**config.mk**
```make
export PLATFORM = sky130hd
export DESIGN_NAME = bb_duty_loop
export DESIGN_NICKNAME = d
export VERILOG_FILES = /design/src/rtl/bbl_pkg.sv /design/src/rtl/bb_tick_gen.sv /design/src/rtl/bb_sample_seq.sv /design/src/rtl/bb_sat_counter.sv /design/src/rtl/bb_duty_loop.sv
export SDC_FILE = /design/constraint.sdc
export NUM_CORES = 1
export LEC_CHECK = 0
export ABC_AREA = 1
export BUFFER_PORTS_ARGS = -buffer_cell sky130_fd_sc_hd__buf_2
export CAP_MARGIN = 20
export CORE_MARGIN = 10
export CORE_UTILIZATION = 44
export DETAILED_ROUTE_END_ITERATION = 16
export GPL_TIMING_DRIVEN = 0
export PLACE_DENSITY = 0.74
export REMOVE_ABC_BUFFERS = 1
export SLEW_MARGIN = 20
export SYNTH_ARGS = -nofsm -noshare
export SYNTH_HDL_FRONTEND = slang
export SYNTH_SLANG_ARGS = --single-unit
```
**constraint.sdc**
```tcl
create_clock -name clk -period 4.5 [get_ports clk]
set_input_delay 0 -clock clk [delete_from_list [all_inputs] [get_ports clk]]
set_output_delay 0 -clock clk [all_outputs]
set_load 0.02 [all_outputs]
```
**src/rtl/bbl_pkg.sv**
```systemverilog
package bbl_pkg;

    localparam int DUTY_W_DEF = 10;
    localparam int PRE_W_DEF  = 12;
    localparam int SET_W_DEF  = 6;

    typedef enum logic {
        STEP_DN = 1'b0,
        STEP_UP = 1'b1
    } step_dir_e;

    typedef struct packed {
        logic      valid;
        step_dir_e dir;
    } step_t;

    function automatic step_dir_e dir_of(input logic below_ref);
        return below_ref ? STEP_UP : STEP_DN;
    endfunction

endpackage

```
**src/rtl/bb_tick_gen.sv**
```systemverilog
module bb_tick_gen #(
    parameter int PRE_W = bbl_pkg::PRE_W_DEF
) (
    input  logic             clk,
    input  logic             rst,
    input  logic             en,
    input  logic [PRE_W-1:0] prescale,
    output logic             tick
);
    logic [PRE_W-1:0] pcnt;
    logic             wrap;

    assign wrap = (pcnt == prescale);
    assign tick = en && wrap;

    always_ff @(posedge clk) begin
        if (rst || !en) begin
            pcnt <= '0;
        end else if (wrap) begin
            pcnt <= '0;
        end else begin
            pcnt <= pcnt + PRE_W'(1);
        end
    end
endmodule

```
**src/rtl/bb_sample_seq.sv**
```systemverilog
module bb_sample_seq
    import bbl_pkg::*;
#(
    parameter int SET_W = bbl_pkg::SET_W_DEF
) (
    input  logic             clk,
    input  logic             rst,
    input  logic             tick,
    input  logic [SET_W-1:0] settle_cyc,
    input  logic             cmp_low,
    output logic             eval,
    output step_t            step
);
    logic             busy;
    logic [SET_W-1:0] scnt;
    logic             last;

    assign last = busy && (scnt == settle_cyc);
    assign eval = busy;

    always_comb begin
        step.valid = last;
        step.dir   = dir_of(cmp_low);
    end

    always_ff @(posedge clk) begin
        if (rst) begin
            busy <= 1'b0;
            scnt <= '0;
        end else if (busy) begin
            if (last) begin
                busy <= 1'b0;
            end else begin
                scnt <= scnt + SET_W'(1);
            end
        end else if (tick) begin
            busy <= 1'b1;
            scnt <= '0;
        end
    end
endmodule

```
**src/rtl/bb_sat_counter.sv**
```systemverilog
module bb_sat_counter
    import bbl_pkg::*;
#(
    parameter int DUTY_W = bbl_pkg::DUTY_W_DEF
) (
    input  logic              clk,
    input  logic              rst,
    input  logic [DUTY_W-1:0] init_val,
    input  step_t             step,
    output logic [DUTY_W-1:0] value
);
    localparam logic [DUTY_W-1:0] TOP = '1;
    localparam logic [DUTY_W-1:0] BOT = '0;

    always_ff @(posedge clk) begin
        if (rst) begin
            value <= init_val;
        end else if (step.valid) begin
            if (step.dir == STEP_UP && value != TOP) begin
                value <= value + DUTY_W'(1);
            end else if (step.dir == STEP_DN && value != BOT) begin
                value <= value - DUTY_W'(1);
            end
        end
    end
endmodule

```
**src/rtl/bb_duty_loop.sv**
```systemverilog
module bb_duty_loop
    import bbl_pkg::*;
#(
    parameter int DUTY_W = bbl_pkg::DUTY_W_DEF,
    parameter int PRE_W  = bbl_pkg::PRE_W_DEF,
    parameter int SET_W  = bbl_pkg::SET_W_DEF
) (
    input  logic              clk,
    input  logic              rst,
    input  logic              loop_en,
    input  logic [PRE_W-1:0]  prescale,
    input  logic [SET_W-1:0]  settle_cyc,
    input  logic [DUTY_W-1:0] init_duty,
    input  logic              cmp_low,
    output logic              cmp_eval,
    output logic [DUTY_W-1:0] duty
);
    logic  tick;
    step_t step;

    bb_tick_gen #(.PRE_W(PRE_W)) i_tick (
        .clk      (clk),
        .rst      (rst),
        .en       (loop_en),
        .prescale (prescale),
        .tick     (tick)
    );

    bb_sample_seq #(.SET_W(SET_W)) i_seq (
        .clk        (clk),
        .rst        (rst),
        .tick       (tick),
        .settle_cyc (settle_cyc),
        .cmp_low    (cmp_low),
        .eval       (cmp_eval),
        .step       (step)
    );

    bb_sat_counter #(.DUTY_W(DUTY_W)) i_cnt (
        .clk      (clk),
        .rst      (rst),
        .init_val (init_duty),
        .step     (step),
        .value    (duty)
    );
endmodule

```
==> Implementation_results.wiki <==
{| class="wikitable"
! Metric !! Value
|-
| Post-route cell area || between 2000 and 2500 sq um
|-
| Critical path origin || i_cnt.value[9]
|-
| GR Overflow Total || 0
|-
| Floorplan die area || 7817 sq um
|-
| Area of the core region || around 4400 sq um
|-
| Reported net switching power || just under 200 uW
|-
| Cell Rows || 24
|-
| Main synth FF type || sky130_fd_sc_hd__dfxtp_1
|-
| Routing layer with the top usage in global route || met2
|-
| Library cell with the largest summed area after synthesis || sky130_fd_sc_hd__dfxtp_1
|-
| Classification of the worst setup path || flop to flop
|-
| Portion of total power attributed to sequential cells || 44.8%
|-
| Slowest-stage cell, CP || sky130_fd_sc_hd__edfxtp_1
|-
| Number of enable-type register cells in the synthesized netlist || 10
|-
| CP cell instances || nand2_1 > nor3_1 > nand4_1 > nand2_1 > inv_1 > fa_1 > inv_1 > nand3_1 > nand2_1 > nand2_1 > nor2_1 > nand3_1 > nand2_1 > nand2_1 > nand3_1 > nand2_1
|-
| Number of filler instances in the final layout || 456
|-
| Critical path required time || approximately 4.5 ns
|-
| Fraction of power consumed by combinational cells || between 20% and 30%
|-
| Total of flip-flops plus latches after synthesis || 29
|-
| Total wirelength of the detailed-routed design || 4499 um
|-
| Worst slew pin tran || 0.4685 ns
|-
| List of most frequent post-synthesis cells || sky130_fd_sc_hd__nand2_1, sky130_fd_sc_hd__inv_1, sky130_fd_sc_hd__nor2_1
|-
| Final number of hold-violating endpoints || 0
|-
| Setup violation total in the final timing report || 0
|-
| Worst Clk Skew || around 0.010 ns
|-
| Min-Delay Path Class || input pin to flop
|-
| CP top delay family || simple AND/OR/NAND/NOR gates
|-
| PortBufs || 42
|-
| Worst voltage drop across the vdd grid || roughly 120 uV
|-
| Vias per cell || approximately 4.8
|-
| Post-Syn Area per Cell || approximately 6.8 sq um
|-
| Critical Path Most Common Cell || sky130_fd_sc_hd__nand2_1
|-
| Vias after detailed routing || about 2000
|-
| Clock insertion delay at the later pin of the skew report || 0.28 ns
|-
| Maximum number of pins on one net before global-route repair || 19
|-
| Signal arrival time at the worst endpoint || between 2 and 3 ns
|-
| Share of synthesized flip-flops with an asynchronous set or reset || 0%
|-
| Global Route met3 Usage || under 10%
|-
| Max Cap Violations || 0
|-
| Met2 capacity usage during global routing || about a fifth
|-
| Result of the run || complete, no violations
|-
| Sw Ratio || about 29%
|-
| Number of DRC violations after detailed routing || 0
|-
| Longest individual stage delay on the worst path || between 0.4 and 0.5 ns
|-
| Horiz. Die Dim || between 80 and 90 um
|-
| Die height || approximately 88 um
|-
| Portion of synthesized cell area occupied by the leading cell type || a little under a fifth
|-
| CTS Sinks || 29
|-
| Reported leakage power || between 0.001 and 0.0015 uW
|-
| Relative contribution of the clock network to total power || 33.0%
|-
| Number of I/O pins || 43
|-
| Leading cell types by total area after synthesis || sky130_fd_sc_hd__dfxtp_1, sky130_fd_sc_hd__nand2_1, sky130_fd_sc_hd__edfxtp_1
|-
| PostCTS Resize Cnt || 0
|-
| Post-synthesis instance area || just over 2000 sq um
|-
| Synth Warn # || 0
|-
| Maximum clock path buffer count || 2
|-
| Routed WL per cell || ~11 um
|-
| Number of buffers created by CTS || 5
|-
| Flop2flop setup slack || 1.75 ns
|-
| Number of pins with negative max-slew slack in the final report || 0
|-
| CTS root buf || sky130_fd_sc_hd__clkbuf_8
|-
| Remaining number of nets flagged by the antenna check after routing || 0
|-
| Worst setup EP type || flop
|-
| Total negative slack || 0 ns
|-
| Total power per unit cell area || roughly 270 nW/um^2
|-
| Met1 track demand over resource in global routing || 14.82%
|-
| Top achievable clock speed || between 300 and 400 MHz
|-
| Crit path buffers/inverters || 2
|-
| Post-DP HPWL || between 3000 and 4000 um
|-
| Post-detailed-placement cell area || between 2000 and 2500 sq um
|-
| Kind of start point of the critical path || flop
|-
| Minimum clock period || about 2.7 ns
|-
| Number of instances in the synthesized netlist || 305
|-
| Critical R2R Launch || i_cnt.value[9]
|-
| Sequential element share of the synthesized area || between 30% and 40%
|-
| Distinct cell type count of the synthesized netlist || 31
|-
| Total global routing track utilization || 12.41%
|-
| Source of the worst hold timing path || init_duty[4]
|-
| Area delta synth->final || 18.41%
|-
| Dominant cell by count in the synthesized netlist || sky130_fd_sc_hd__nand2_1
|-
| Wire length of the first global-routing pass || 7928 um
|-
| Number of global-route vias before repair || around 1900
|-
| Gpl congestion || approximately 0.87
|-
| Htree depth || 2
|-
| Clock tree from TritonCTS || done
|-
| Critical Path Fanout Max || 11
|-
| Headroom to the max-slew limit || slightly below 70%
|-
| Cell internal pwr || around 470 uW
|-
| Starting density of the core || 46.34%
|-
| Total number of nets in the final design || 396
|-
| Post-route fraction of the period consumed by the critical path || between 60% and 70%
|-
| CTS Hold Bufs || 3
|-
| Unrepaired setup endpoints after global routing || no
|-
| Share of post-route cells with drive strength above 1 || around 18%
|-
| Post CTS Setup Buffer Count || 0
|-
| Iteration count of the initial detailed-routing pass || 4
|-
| Number of antenna repair diodes || 0
|-
| Number of DRC markers in iteration 0 || approximately 110
|-
| Reg clk slew, reported paths || around 0.070 ns
|-
| Initial antenna violation count || 0
|}
-- worst paths after layout --
kind               endpoint  depth (start not counted)
max reg2reg  i_cnt.value[8]                         16
min reg2reg  i_tick.pcnt[0]                          1
max          i_cnt.value[8]                         16
min          i_cnt.value[4]                          3
-- through the flow --
stage,utilization [%],setup WS (ns),power (uW),std cells,hold WS [ns]
detailed placement,52.17,1.757,447.8,395,0.2729
finish,54.87,1.751,662.9,406,0.006321
global route,54.87,1.387,703.2,406,0.02933
global placement,52.17,1.812,444.5,395,0.2704
floorplan,-,2.037,400.6,301,0.06907
CTS,54.87,1.729,668.4,406,0.0008486
-- cell families after synthesis --
kind of cell | after synthesis | synth area share [%]
XOR/XNOR | 13 | 5.529
AO/OA/AOI/OAI | 39 | 9.964
buffers and inverters | 46 | 8.444
adder cells (fa/ha/maj) | 11 | 7.047
flip-flops | 29 | 33.05
AND/OR/NAND/NOR | 167 | 35.97
-- area by class of cell --
type                       count  area, sq um  share of cell area [%]
clock buffer                   8        90.09                   3.694
inverter                      42        157.7                   6.465
multi-input combinational    230         1205                   49.41
sequential                    29        680.7                   27.91
tap                           52        65.06                   2.668
timing repair buffer          45        240.2                   9.851
-- routing by layer --
metal  vias to the layer above  wire length, um
met3                         4              245
met5                         -                0
met4                         0               48
li1                       1072                -
met2                        35             2056
met1                       853             2149
-- sequential cells by signal, indices dropped and copies added, names as in the netlist --
name,cells
i_cnt.value,10
i_seq.eval,1
i_seq.scnt,6
i_tick.pcnt,12
-- power groups by stage --
stage / registers, uW / clock network [uW] / logic [uW]
after floorplan: 312 / 0 / 89.0
after global placement: 302 / 0 / 142
after detailed placement: 303 / 0 / 145
after CTS: 297 / 223 / 148
after global routing: 299 / 233 / 171
final: 297 / 219 / 147
-- worst reg2reg max path, stage by stage (launching register included) --
cell                       delay, ns
sky130_fd_sc_hd__edfxtp_1       0.43
sky130_fd_sc_hd__nand2_1        0.07
sky130_fd_sc_hd__nor3_1         0.22
sky130_fd_sc_hd__nand4_1        0.15
sky130_fd_sc_hd__nand2_1        0.32
sky130_fd_sc_hd__inv_1          0.10
sky130_fd_sc_hd__fa_1           0.37
sky130_fd_sc_hd__inv_1          0.10
sky130_fd_sc_hd__nand3_1        0.07
sky130_fd_sc_hd__nand2_1        0.10
sky130_fd_sc_hd__nand2_1        0.08
sky130_fd_sc_hd__nor2_1         0.16
sky130_fd_sc_hd__nand3_1        0.11
sky130_fd_sc_hd__nand2_1        0.07
sky130_fd_sc_hd__nand2_1        0.04
sky130_fd_sc_hd__nand3_1        0.06
sky130_fd_sc_hd__nand2_1        0.05
-- placed cells by master (no fill, tap or decap), types with 2 or more instances in the layout --
master and count:
sky130_fd_sc_hd__clkbuf_1 2, sky130_fd_sc_hd__nor2_1 35, sky130_fd_sc_hd__nand3_2 2, sky130_fd_sc_hd__xnor2_1 9
sky130_fd_sc_hd__nor2_4 2, sky130_fd_sc_hd__dfxtp_1 19, sky130_fd_sc_hd__ha_1 10, sky130_fd_sc_hd__nand3_1 19
sky130_fd_sc_hd__nand2_1 90, sky130_fd_sc_hd__a21oi_1 18, sky130_fd_sc_hd__nand4_1 2, sky130_fd_sc_hd__a31oi_1 3
sky130_fd_sc_hd__inv_2 2, sky130_fd_sc_hd__edfxtp_1 10, sky130_fd_sc_hd__o21ai_0 16, sky130_fd_sc_hd__buf_2 42
sky130_fd_sc_hd__dlygate4sd3_1 3, sky130_fd_sc_hd__xor2_1 4, sky130_fd_sc_hd__clkbuf_8 6, sky130_fd_sc_hd__nand2_2 3
sky130_fd_sc_hd__inv_1 40, sky130_fd_sc_hd__nor2_2 3, sky130_fd_sc_hd__nor3_1 4
(Power assumes the default switching activity.)
